<file path="config.mk">
export PLATFORM = sky130hd
export DESIGN_NAME = dma_cpl_msi
export DESIGN_NICKNAME = d
export VERILOG_FILES = /design/src/rtl/dma_cpl_msi_pkg.sv /design/src/rtl/cplq_fifo.sv /design/src/rtl/irq_ctrl_reg.sv /design/src/rtl/msi_issue_fsm.sv /design/src/rtl/dma_cpl_msi.sv
export SDC_FILE = /design/constraint.sdc
export NUM_CORES = 1
export LEC_CHECK = 0
export BUFFER_PORTS_ARGS = -buffer_cell sky130_fd_sc_hd__buf_4
export CAP_MARGIN = 15
export CORE_AREA = 2 2 443 445
export CTS_CLUSTER_DIAMETER = 120
export DETAILED_ROUTE_END_ITERATION = 7
export DIE_AREA = 0 0 445 447
export PLACE_DENSITY_LB_ADDON = 0.05
export SYNTH_ARGS = -nofsm -noshare
export SYNTH_HDL_FRONTEND = slang
export SYNTH_HIERARCHICAL = 1
export SYNTH_SLANG_ARGS = --single-unit
</file>
<file path="constraint.sdc">
create_clock -name clk -period 4.8 [get_ports clk]
set_clock_uncertainty 0.05 [all_clocks]
set_input_delay 0.48 -clock clk [delete_from_list [all_inputs] [get_ports clk]]
set_output_delay 0.48 -clock clk [all_outputs]
set_load 0.05 [all_outputs]
</file>
<file path="src/rtl/dma_cpl_msi_pkg.sv">
package dma_cpl_msi_pkg;
    localparam int REG_W         = 512;
    localparam int ADDR_W        = 64;
    localparam int MDATA_W       = 16;
    localparam int CTRL_EN_BIT   = 511;
    localparam int CTRL_PRIO_BIT = 510;
    localparam int CTRL_DATA_LSB = 80;
    localparam int CTRL_ADDR_LSB = 0;
    localparam logic [31:0] EMPTY_MARK = 32'h8000_0000;

    typedef enum logic [0:0] {
        MSI_IDLE  = 1'b0,
        MSI_ISSUE = 1'b1
    } msi_state_e;

    typedef struct packed {
        logic               prio;
        logic [MDATA_W-1:0] data;
        logic [ADDR_W-1:0]  addr;
    } msi_req_t;
endpackage

</file>
<file path="src/rtl/cplq_fifo.sv">
module cplq_fifo #(
    parameter int W     = 31,
    parameter int DEPTH = 16
) (
    input  logic         clk,
    input  logic         rst_n,
    input  logic         push,
    input  logic [W-1:0] wdata,
    input  logic         pop,
    output logic [W-1:0] rdata,
    output logic         full,
    output logic         empty
);
    localparam int AW = (DEPTH > 1) ? $clog2(DEPTH) : 1;
    localparam int CW = $clog2(DEPTH + 1);
    localparam logic [AW-1:0] LAST = AW'(DEPTH - 1);

    logic [W-1:0]  mem [DEPTH];
    logic [AW-1:0] wr_ptr, rd_ptr;
    logic [CW-1:0] count;

    logic do_push, do_pop;
    assign do_push = push && !full;
    assign do_pop  = pop && !empty;
    assign full    = (count == CW'(DEPTH));
    assign empty   = (count == '0);
    assign rdata   = mem[rd_ptr];

    always_ff @(posedge clk) begin
        if (do_push) begin
            mem[wr_ptr] <= wdata;
        end
    end

    always_ff @(posedge clk or negedge rst_n) begin
        if (!rst_n) begin
            wr_ptr <= '0;
            rd_ptr <= '0;
            count  <= '0;
        end else begin
            if (do_push) begin
                wr_ptr <= (wr_ptr == LAST) ? '0 : wr_ptr + 1'b1;
            end
            if (do_pop) begin
                rd_ptr <= (rd_ptr == LAST) ? '0 : rd_ptr + 1'b1;
            end
            unique case ({do_push, do_pop})
                2'b10:   count <= count + 1'b1;
                2'b01:   count <= count - 1'b1;
                default: count <= count;
            endcase
        end
    end
endmodule

</file>
<file path="src/rtl/irq_ctrl_reg.sv">
module irq_ctrl_reg
    import dma_cpl_msi_pkg::*;
(
    input  logic             clk,
    input  logic             rst_n,
    input  logic             wr,
    input  logic [REG_W-1:0] wdata,
    output logic             en,
    output msi_req_t         fields,
    output logic [REG_W-1:0] image
);
    logic               en_q, prio_q;
    logic [MDATA_W-1:0] data_q;
    logic [ADDR_W-1:0]  addr_q;

    always_ff @(posedge clk or negedge rst_n) begin
        if (!rst_n) begin
            en_q   <= 1'b0;
            prio_q <= 1'b0;
            data_q <= '0;
            addr_q <= '0;
        end else if (wr) begin
            en_q   <= wdata[CTRL_EN_BIT];
            prio_q <= wdata[CTRL_PRIO_BIT];
            data_q <= wdata[CTRL_DATA_LSB +: MDATA_W];
            addr_q <= wdata[CTRL_ADDR_LSB +: ADDR_W];
        end
    end

    assign en          = en_q;
    assign fields.prio = prio_q;
    assign fields.data = data_q;
    assign fields.addr = addr_q;

    always_comb begin
        image                               = '0;
        image[CTRL_EN_BIT]                  = en_q;
        image[CTRL_PRIO_BIT]                = prio_q;
        image[CTRL_DATA_LSB +: MDATA_W]     = data_q;
        image[CTRL_ADDR_LSB +: ADDR_W]      = addr_q;
    end
endmodule

</file>
<file path="src/rtl/msi_issue_fsm.sv">
module msi_issue_fsm
    import dma_cpl_msi_pkg::*;
#(
    parameter int PEND_MAX = 4
) (
    input  logic     clk,
    input  logic     rst_n,
    input  logic     req_inc,
    input  msi_req_t cfg,
    output logic     pend_full,
    output logic     msi_valid,
    input  logic     msi_ready,
    output msi_req_t msi_out
);
    localparam int PW = $clog2(PEND_MAX + 1);

    msi_state_e    state_q, state_d;
    logic [PW-1:0] pend_q;
    logic          take;
    msi_req_t      hold_q;

    // next-state logic
    always_comb begin
        state_d = state_q;
        unique case (state_q)
            MSI_IDLE:  if (pend_q != '0) state_d = MSI_ISSUE;  // take
            MSI_ISSUE: if (msi_ready)    state_d = MSI_IDLE;   // done
            default:   state_d = MSI_IDLE;
        endcase
    end

    // state register
    always_ff @(posedge clk or negedge rst_n) begin
        if (!rst_n) begin
            state_q <= MSI_IDLE;
        end else begin
            state_q <= state_d;
        end
    end

    // outputs
    always_comb begin
        msi_valid = 1'b0;
        take      = 1'b0;
        unique case (state_q)
            MSI_IDLE:  take      = (pend_q != '0);
            MSI_ISSUE: msi_valid = 1'b1;
            default:   msi_valid = 1'b0;
        endcase
    end

    always_ff @(posedge clk or negedge rst_n) begin
        if (!rst_n) begin
            pend_q <= '0;
            hold_q <= '0;
        end else begin
            unique case ({req_inc, take})
                2'b10:   pend_q <= pend_q + 1'b1;
                2'b01:   pend_q <= pend_q - 1'b1;
                default: pend_q <= pend_q;
            endcase
            if (take) begin
                hold_q <= cfg;
            end
        end
    end

    assign pend_full = (pend_q == PW'(PEND_MAX));
    assign msi_out   = hold_q;
endmodule

</file>
<file path="src/rtl/dma_cpl_msi.sv">
module dma_cpl_msi
    import dma_cpl_msi_pkg::*;
#(
    parameter int Q_DEPTH  = 16,
    parameter int PEND_MAX = 4,
    parameter int STAT_W   = 31,
    parameter int IRQ_BIT  = 24
) (
    input  logic              clk,
    input  logic              rst_n,
    input  logic              stat_valid,
    output logic              stat_ready,
    input  logic [STAT_W-1:0] stat_word,
    input  logic              csr_sel,
    input  logic              csr_wr,
    input  logic [511:0]      csr_wdata,
    input  logic              csr_rd,
    output logic              csr_rvalid,
    output logic [511:0]      csr_rdata,
    output logic              msi_valid,
    input  logic              msi_ready,
    output logic [63:0]       msi_addr,
    output logic [15:0]       msi_data,
    output logic              msi_prio
);
    localparam int PAD_W = 32 - STAT_W;

    logic              q_full, q_empty, q_push, q_pop;
    logic [STAT_W-1:0] q_rdata;
    logic              pend_full, irq_en, irq_inc;
    msi_req_t          cfg, req;
    logic [REG_W-1:0]  ctrl_image;
    logic [31:0]       stat_low;

    assign stat_ready = !q_full && !pend_full;
    assign q_push     = stat_valid && stat_ready;
    assign q_pop      = csr_rd && !csr_sel && !q_empty;
    assign irq_inc    = q_push && stat_word[IRQ_BIT] && irq_en;

    cplq_fifo #(
        .W     (STAT_W),
        .DEPTH (Q_DEPTH)
    ) u_fifo (
        .clk   (clk),
        .rst_n (rst_n),
        .push  (q_push),
        .wdata (stat_word),
        .pop   (q_pop),
        .rdata (q_rdata),
        .full  (q_full),
        .empty (q_empty)
    );

    irq_ctrl_reg u_ctrl (
        .clk    (clk),
        .rst_n  (rst_n),
        .wr     (csr_wr && csr_sel),
        .wdata  (csr_wdata),
        .en     (irq_en),
        .fields (cfg),
        .image  (ctrl_image)
    );

    msi_issue_fsm #(
        .PEND_MAX (PEND_MAX)
    ) u_fsm (
        .clk       (clk),
        .rst_n     (rst_n),
        .req_inc   (irq_inc),
        .cfg       (cfg),
        .pend_full (pend_full),
        .msi_valid (msi_valid),
        .msi_ready (msi_ready),
        .msi_out   (req)
    );

    assign msi_addr = req.addr;
    assign msi_data = req.data;
    assign msi_prio = req.prio;

    assign stat_low = q_empty ? EMPTY_MARK : {{PAD_W{1'b0}}, q_rdata};

    always_ff @(posedge clk or negedge rst_n) begin
        if (!rst_n) begin
            csr_rvalid <= 1'b0;
            csr_rdata  <= '0;
        end else begin
            csr_rvalid <= csr_rd;
            if (csr_rd) begin
                csr_rdata <= csr_sel ? ctrl_image : {{(REG_W - 32){1'b0}}, stat_low};
            end
        end
    end
endmodule

</file>
==> results of run 1 <==
## per-layer routing
layer	share of wire (%)	wire length, µm	global-route usage [%]	vias up
li1	-	-	-	14362
met1	43	67020	19.69	14848
met2	50	77760	26.15	549
met3	4.2	6501	3.136	228
met4	3.2	5025	5.478	2
met5	0.0083	13	0	-
## final cells by class
| class | instances | area (µm²) |
|---|---|---|
| Inverter | 490 | 1839 |
| Clock inverter | 35 | 344.1 |
| Fill cell | 19641 | 131100 |
| Tap cell | 2542 | 3181 |
| Antenna cell | 3 | 7.507 |
| Clock buffer | 228 | 4342 |
| Sequential cell | 1189 | 32250 |
| Multi-Input combinational cell | 1999 | 13770 |
| Timing Repair Buffer | 902 | 7345 |
## worst paths after layout
| check | end | slack, ps | depth (start not counted) | start |
|---|---|---|---|---|
| max | u_fifo/count[4]$_DFFE_PN0P_ | 1560 | 11 | u_fifo/count[0]$_DFFE_PN0P_ |
| max reg2reg | u_fifo/count[4]$_DFFE_PN0P_ | 1560 | 11 | u_fifo/count[0]$_DFFE_PN0P_ |
| min reg2reg | u_fsm/msi_out[60]$_DFFE_PN0P_ | 460 | 1 | u_fsm/msi_out[60]$_DFFE_PN0P_ |
| max in group asynchronous | csr_rdata[423]$_DFFE_PN0P_ | 3120 | 3 | rst_n |
| min in group asynchronous | u_fsm/msi_out[20]$_DFFE_PN0P_ | 270 | 2 | rst_n |
| min | csr_rdata[494]$_DFFE_PN0P_ | 110 | 2 | csr_rd |
## placed cells by master (no fill, tap or decap), types with 62 or more instances in the layout
master         Yosys  routed
o22ai_1           62      62
dlygate4sd3_1      0     115
buf_4            544     763
nor2_1            78      65
nand3_1          483     483
conb_1             1     430
mux4_2           110     110
o21ai_0          487     487
inv_1            489     489
edfxtp_1         496     496
mux2_4           159     159
dfrtp_1          693     690
clkbuf_16          0     154
## cells by family (layout without fill, tap and decap cells)
group,after synthesis,after routing
fa+ha+maj,12,12
other cells,1,433
flops,1189,1189
xor+xnor,8,8
mux,291,291
buf+inv,1243,1655
compound gates,593,593
simple gates,665,665
## where the power goes
part           internal, mW  switching (mW)  leakage (nW)
Clock                  6.31            4.57          2.29
Combinational          3.71            6.68          11.2
Sequential             12.0           0.898          13.2
Total                  22.0            12.1          26.8
## what timing repair did
action / CTS / global route
hold buffers: 115 / 0
gates resized for setup: 0 / 0
endpoints found under the hold margin: 660 / 0
## cell usage after synthesis, drive strengths merged
cell | number | area [µm²]
a21boi | 1 | 7.510
a21o | 4 | 30.03
a21oi | 3 | 15.01
a22o | 1 | 8.760
a311oi | 1 | 8.760
a31oi | 31 | 193.9
and2 | 2 | 12.51
and3 | 2 | 12.51
buf | 685 | 5190
clkbuf | 68 | 255.2
conb | 1 | 3.750
dfrtp | 693 | 17340
edfxtp | 496 | 14890
fa | 2 | 40.04
ha | 10 | 125.1
inv | 490 | 1839
mux2 | 164 | 2444
mux2i | 3 | 30.03
mux4 | 124 | 2845
nand2 | 47 | 176.4
nand2b | 5 | 31.28
nand3 | 483 | 2417
nand4b | 1 | 8.760
nor2 | 79 | 312.8
nor3 | 7 | 46.30
nor3b | 3 | 22.52
nor4 | 2 | 12.51
o21ai | 488 | 2454
o22ai | 62 | 387.9
o311ai | 1 | 8.760
o31ai | 1 | 7.510
or2 | 1 | 6.260
or3 | 1 | 6.260
or3b | 31 | 271.5
or4 | 1 | 11.26
xnor2 | 6 | 52.55
xor2 | 2 | 17.52
## critical path: cells and delay by family, from the launching register on
| family | cells | cell delay [ps] |
|---|---|---|
| simple gates | 3 | 620 |
| buf+inv | 2 | 270 |
| compound gates | 4 | 980 |
| fa+ha+maj | 2 | 750 |
| flops | 1 | 460 |
## metrics by stage
| stage | cells | hold slack (ps) |
|---|---|---|
| 3_3_place_gp | 7007 | 444.4 |
| 4_1_cts | 7385 | 63.96 |
| 6_report | 7388 | 109.9 |
| 2_1_floorplan | 4431 | 134.4 |
| 5_1_grt | 7388 | 104.4 |
| 3_5_place_dp | 7007 | 446.3 |
## flip-flops by register name, indices dropped and copies added (netlist names), 3 cells and up
| signal | flops |
|---|---|
| u_fifo/rd_ptr | 4 |
| u_ctrl/data_q | 16 |
| u_fsm/msi_out | 81 |
| u_fifo/wr_ptr | 4 |
| u_fifo/count | 5 |
| csr_rdata | 512 |
| u_ctrl/addr_q | 64 |
| u_fsm/pend_q | 3 |
| u_fifo/mem | 496 |
==> results.cfg, run 1 <==
[synth]
synthCells = 4002
yosys-mux-area-fraction_pct = 10.32
synth_compound_area_share_pct = 6.056
syn_area_um2 = 51550
synth.avg_cell_area_um2 = 12.88
ys_seq_area_share_pct = 62.54
synth-xor-area-share_pct = 0.1359
yosys.area_share.simple_pct = 6.495
ys_warn_count = 6
synth_fa_ha_area_share_pct = 0.3204
synth_top_family_by_area = buffers and inverters
ys_seq_elements = 1189
yosysUniqueCellTypes = 48

[global_routing]
grt_pass1_vias = 30313
grt_first_pass_wirelength_um = 224300
grt_overflow = 0
grt_usage_pct = 15.50
grt_max_degree = 204
antenna_found_initial = 16

[critical_path]
cp_data_arrival_time_ps = 3860
crit_path_max_incr_delay_ps = 460
worstPathMaxFanout = 11
crit_type = reg2reg
crit_path_end_kind = flop
start_kind = flop
crit_slowest_cell = dfrtp_1
path_cells = nor4_1, and2_1, nor3b_1, a21boi_0, buf_4, inv_1, ha_1, fa_1, a21oi_1, o21ai_0, o311ai_0
cp.required_ps = 5430

[sta]
setup_violations = 0
tns_ps = 0
post-route-period-util_pct = 67.43
worst_slew_pin_slew_ps = 1007
fin_crit_ps = 3237
timing.final.max_slew_violations = 0
grt_setup_unrepaired = no
hold_viol_final = 0
max_freq_mhz = 309.0
slew-limit-headroom_pct = 32.89
layout_setup_ws_ps = 1563

[place]
dp_hpwl_um = 100600
placed_cell_area_um2 = 57230
port_buffers = 715
globalplace.congestion = 0.7290
post-place-ws_ps = 1465

[run_status]
outcome = complete, no violations

[drt]
via_per_inst = 4.059
ant_nets = 0
wl_um = 156300
routed-via-count = 29989
wl_per_cell_um = 21.16
drtIter0Drc = 1800
drc = 0
first_pass_iters = 5

[final_layout]
nets = 5295
drive_above_1_share_pct = 26.72
synthToLayoutAreaGrowth_pct = 22.35
finalCoreUtilization_pct = 32.48
finalInstanceArea_um2 = 63070

[clock_tree]
cts.sinks = 1189
clk_latency_ps = 780
postCtsSetupBuffers = 0
cts_max_level = 4
cts_tree = built
clock_path_buffers = 3
cts_made_buffers = 151
cts_root_buffer = clkbuf_16
clkTransAtPathRegs_ps = 60

[floorplan]
core_area_um2 = 194200
chipWidth_um = 445
initial_core_util_pct = 26.55
io_pins = 1146
rows = 162
die_h_um = 447
die-area_um2 = 198900

[hold_path]
hold_path_class = in2reg

[flow_run]
drv_cap = 0

[pwr]
p_leak_nw = 26.75
peakVddDrop_v = 0.0003317
p_total_mw = 34.14
power_per_cell_area_nw_per_um2 = 541.4
Note: power is estimated with default switching activity, not from simulation.
==> inputs of run 2 (changes only) <==
==> constraint.sdc (replaced) <==
create_clock -name clk -period 3.3 [get_ports clk]
set_clock_uncertainty 0.05 [all_clocks]
set_input_delay 0.33 -clock clk [delete_from_list [all_inputs] [get_ports clk]]
set_output_delay 0.33 -clock clk [all_outputs]
set_load 0.05 [all_outputs]
==> results.cfg, run 2 (synthesized netlist as in run 1, its figures left out) <==
[place]
placed_cell_area_um2 = 57580
dp_hpwl_um = 102200
port_buffers = 715
globalplace.congestion = 0.7475
post-place-ws_ps = 389.5

[critical_path]
rrSetupSlack_ps = 380
worstPathMaxFanout = 6
crit_path_max_incr_delay_ps = 600
start_kind = flop
r2r-start = u_fifo/count[1]$_DFFE_PN0P_
r2r_end = u_fifo/count[4]$_DFFE_PN0P_
cp_data_arrival_time_ps = 3540
crit_slowest_cell = or4_4
crit_path_end_kind = flop
cp.required_ps = 3920
crit_type = reg2reg
reg2reg_depth = 10
path_cells = or4_4, nor2_4, nor3b_1, o21ai_4, inv_2, ha_1, fa_1, a21oi_1, o21ai_0, o311ai_0

[sta]
grt_setup_unrepaired = no
timing.final.max_slew_violations = 0
max_freq_mhz = 342.8
fin_crit_ps = 2917
hold_viol_final = 0
fin_hold_ws_ps = 44.71
layout_setup_ws_ps = 382.6
slew-limit-headroom_pct = 27.62
setup_violations = 0
post-route-period-util_pct = 88.41
worst_slew_pin_slew_ps = 1086
tns_ps = 0

[global_routing]
grt_pass1_vias = 30316
grt_max_degree = 223
busiest_layer = met2
grt.met3_usage_pct = 3.214
grt_usage_pct = 15.43
antenna_found_initial = 15
grt.met2_usage_pct = 26.35
grt_overflow = 0
grt_first_pass_wirelength_um = 224200
use_met1_pct = 19.38

[pwr]
power_frac_seq_pct = 37.2
combPwrFrac_pct = 31.0
switchingPower_mw = 17.85
peakVddDrop_v = 0.0005125
clockPowerShare_pct = 31.7
p_sw_share_pct = 35.73
p_total_mw = 49.95
intPower_mw = 32.11
p_leak_nw = 26.96
power_per_cell_area_nw_per_um2 = 787.3

[drt]
routed-via-count = 30257
drtIter0Drc = 1678
wl_um = 156000
drc = 0
ant_nets = 0
via_per_inst = 4.072
first_pass_iters = 5
wl_per_cell_um = 21.00

[final_layout]
top_register = csr_rdata
mostFrequentLayoutCells = buf_4 (788), dfrtp_1 (690), edfxtp_1 (496)
finalInstanceArea_um2 = 63450
fill_cells = 19448
nets = 5327
final_common_cell = buf_4
drive_above_1_share_pct = 27.23
synthToLayoutAreaGrowth_pct = 23.09
largest_register_ff_count = 512

[clock_tree]
clk_latency_ps = 790
cts_max_level = 4
post_cts_resized = 0
cts_root_buffer = clkbuf_16
cts_made_buffers = 149
clock_path_buffers = 3
cts_tree = built
postCtsSetupBuffers = 0
clkTransAtPathRegs_ps = 60
cts_hold_buf = 117
cts.sinks = 1189

[flow_run]
drv_cap = 0

[run_status]
outcome = complete, no violations

[floorplan]
initial_core_util_pct = 26.55
io_pins = 1146
die-area_um2 = 198900
chipWidth_um = 445
rows = 162
die_h_um = 447
core_area_um2 = 194200

[hold_path]
hold_path_class = in2async
[run 2: cell types whose count changed in the layout (fill, tap and decap cells not counted), moves of 2 or more]
cell           change
nor3_4             +4
buf_4             +25
buf_12             +7
dlygate4sd3_1      +2
clkinv_1           +3
nor3_2             -4
clkbuf_16          -3
clkinv_2           +7
[run 2: critical path, delay by kind of cell (launching register included)]
| family | cells | cell delay [ps] |
|---|---|---|
| flops | 1 | 440 |
| compound gates | 4 | 790 |
| fa+ha+maj | 2 | 650 |
| simple gates | 3 | 780 |
| buf+inv | 1 | 90 |
[run 2: how the worst max path moves through the flow]
stage / depth (start not counted) / start / end
after floorplan: 7 / u_fsm/pend_q[0]$_DFFE_PN0P_ / u_fifo/mem[12][0]$_DFFE_PP_
after global placement: 10 / u_fifo/count[1]$_DFFE_PN0P_ / u_fifo/count[4]$_DFFE_PN0P_
after detailed placement: 10 / u_fifo/count[1]$_DFFE_PN0P_ / u_fifo/count[4]$_DFFE_PN0P_
after CTS: 8 / u_fifo/count[0]$_DFFE_PN0P_ / u_fifo/mem[14][0]$_DFFE_PP_
after global routing: 10 / u_fifo/count[0]$_DFFE_PN0P_ / u_fifo/count[4]$_DFFE_PN0P_
final: 10 / u_fifo/count[1]$_DFFE_PN0P_ / u_fifo/count[4]$_DFFE_PN0P_
[run 2: power groups by stage]
stage | Combinational (mW) | Sequential [mW] | Clock (mW)
after floorplan | 6.75 | 22.6 | 0
after global placement | 15.8 | 18.9 | 0
after detailed placement | 15.8 | 18.9 | 0
after CTS | 15.9 | 18.6 | 16.5
after global routing | 16.4 | 18.8 | 17.1
final | 15.5 | 18.6 | 15.9
[run 2: layout make-up]
cell class              instances  area, µm²  area share [%]
diodes                          3      7.507         0.01183
clock buffers                 225       4257           6.708
clock inverters                46      437.9          0.6902
inverters                     490       1839           2.899
multi-input cells            1999      13790           21.73
flip-flops and latches       1189      32250           50.82
well taps                    2542       3181           5.013
repair buffers                936       7692           12.12
[run 2: per-layer routing]
| metal | wire length, µm | vias to the layer above | part of all wire, % |
|---|---|---|---|
| li1 | - | 14442 | - |
| met1 | 66170 | 15024 | 42 |
| met2 | 78760 | 562 | 50 |
| met3 | 6503 | 221 | 4.2 |
| met4 | 4529 | 8 | 2.9 |
| met5 | 56 | - | 0.036 |
[run 2: through the flow]
| step | util [%] | instances |
|---|---|---|
| final | 32.68 | 7430 |
| after global routing | 32.68 | 7430 |
| after CTS | 32.67 | 7427 |
| after detailed placement | 29.65 | 7039 |
| after global placement | 29.65 | 7039 |
| after floorplan | - | 4431 |
==> inputs of run 3 (changes only) <==
--- a/config.mk
+++ b/config.mk
@@ -5,8 +5,10 @@
 export SDC_FILE = /design/constraint.sdc
 export NUM_CORES = 1
 export LEC_CHECK = 0
-export BUFFER_PORTS_ARGS = -buffer_cell sky130_fd_sc_hd__buf_4
+export BUFFER_PORTS_ARGS = -buffer_cell sky130_fd_sc_hd__buf_2
 export CAP_MARGIN = 15
+export CELL_PAD_IN_SITES_DETAIL_PLACEMENT = 0
+export CELL_PAD_IN_SITES_GLOBAL_PLACEMENT = 2
 export CORE_AREA = 2 2 443 445
 export CTS_CLUSTER_DIAMETER = 120
 export DETAILED_ROUTE_END_ITERATION = 7
@@ -16,3 +18,4 @@
 export SYNTH_HDL_FRONTEND = slang
 export SYNTH_HIERARCHICAL = 1
 export SYNTH_SLANG_ARGS = --single-unit
+export TNS_END_PERCENT = 10
==> results.cfg, run 3 (synthesized netlist as in run 1, its figures left out) <==
[drt]
wl_um = 156100
first_pass_iters = 5
via_per_inst = 4.025
ant_nets = 0
dr_wl_met2_um = 80740
drtIter0Drc = 1695
drc = 0
highest_layer = met5
wl_per_cell_um = 21.05
wl_met1_um = 64390
routed-wl-met3_um = 6667
routed-via-count = 29842

[place]
dp_hpwl_um = 101900
place_inst = 7029
placed_cell_area_um2 = 55800
port_buffers = 715
post-place-ws_ps = 125.3
globalplace.congestion = 0.7280

[floorplan]
die_h_um = 447
core_area_um2 = 194200
rows = 162
initial_core_util_pct = 26.55
die-area_um2 = 198900
chipWidth_um = 445
io_pins = 1146

[sta]
layout_setup_ws_ps = 332.1
hold_viol_final = 0
fin_crit_ps = 2968
grt_setup_unrepaired = no
timing.final.max_slew_violations = 0
post-route-period-util_pct = 89.94
max_freq_mhz = 336.9
fin_hold_ws_ps = 107.6
slew-limit-headroom_pct = 10.41
worst_slew_pin_slew_ps = 1344
setup_violations = 0

[critical_path]
crit_start = u_fifo/count[0]$_DFFE_PN0P_
worstPathMaxFanout = 17
r2r-start = u_fifo/count[0]$_DFFE_PN0P_
path_cells = nor4_1, and2_1, nor3b_1, a21boi_2, buf_4, nand2_1, nor2_4, buf_12
cp.required_ps = 3730
cp_data_arrival_time_ps = 3390
crit_path_max_incr_delay_ps = 510
crit_path_end_kind = flop
crit_slowest_cell = nor2_4
crit_type = reg2reg
rrSetupSlack_ps = 330
start_kind = flop
reg2reg_depth = 8

[run_status]
outcome = complete, no violations

[clock_tree]
clkTransAtPathRegs_ps = 60
postCtsSetupBuffers = 0
cts_max_level = 4
cts_tree = built
cts.sinks = 1189
cts_made_buffers = 151
clock_path_buffers = 3
clk_latency_ps = 780
cts_root_buffer = clkbuf_16

[pwr]
peakVddDrop_v = 0.0003869
p_leak_nw = 26.57
power_per_cell_area_nw_per_um2 = 795.8

[final_layout]
final_common_cell = buf_2
finalCoreUtilization_pct = 31.75
mostFrequentLayoutCells = buf_2 (712), dfrtp_1 (690), edfxtp_1 (496)
synthToLayoutAreaGrowth_pct = 19.61
finalInstanceArea_um2 = 61660
top_register = csr_rdata
drive_above_1_share_pct = 26.98
nets = 5319
largest_register_ff_count = 512
instances_no_fill = 7415

[hold_path]
hold_path_class = in2async

[flow_run]
drv_cap = 0

[global_routing]
grt_max_degree = 212
grt_overflow = 0
grt_usage_pct = 15.54
antenna_found_initial = 17
grt_first_pass_wirelength_um = 225800
grt_pass1_vias = 30431
## run 3: changes by cell type in the layout (fill, tap and decap cells not counted), sizes merged
| cell | before | now |
|---|---|---|
| clkinv | 38 | 39 |
| buf | 819 | 809 |
| clkbuf | 225 | 216 |
| diode | 3 | 6 |
| bufinv | 2 | 3 |
| inv | 496 | 495 |
## run 3: per-stage QoR
step	setup TNS (ps)	total power [mW]
after floorplan	-65110	29.32
after global placement	0	33.85
after detailed placement	0	33.84
after CTS	0	50.26
after global routing	0	51.56
final	0	49.07
## run 3: worst max-delay path: cells and delay by family (launching register included)
kind,cells,cell delay (ps)
simple gates,5,1390
buf+inv,2,480
flops,1,460
compound gates,1,280
## run 3: area by class of cell
type / count / area [µm²]
fillers: 19732 / 132500
flip-flops and latches: 1189 / 32250
multi-input cells: 1999 / 13780
repair buffers: 926 / 5936
clock buffers: 216 / 4225
well taps: 2542 / 3181
inverters: 490 / 1839
clock inverters: 47 / 440.4
diodes: 6 / 15.01
## run 3: per-layer routing
| layer | global-route usage, % | vias up |
|---|---|---|
| li1 | - | 14412 |
| met1 | 18.91 | 14684 |
| met2 | 27.32 | 527 |
| met3 | 3.375 | 213 |
| met4 | 4.805 | 6 |
| met5 | 0 | - |
## run 3: repair_timing
item,CTS,global route
hold buffers,117,0
endpoints found under the hold margin,642,0
setup endpoints to repair,0,1
gates resized for setup,0,2
## run 3: where the power goes
group,internal (mW),switching (mW)
clock,9.14,6.65
combinational,4.85,9.94
sequential,17.4,1.06
total,31.4,17.6
## run 3: final timing paths
kind / endpoint
max: u_fifo/mem[6][18]$_DFFE_PP_
min: csr_rdata[37]$_DFFE_PN0P_
max reg2reg: u_fifo/mem[6][18]$_DFFE_PP_
min reg2reg: u_fsm/msi_out[76]$_DFFE_PN0P_
max in group asynchronous: u_fifo/rd_ptr[1]$_DFFE_PN0P_
min in group clk: u_ctrl/addr_q[31]$_DFFE_PN0P_
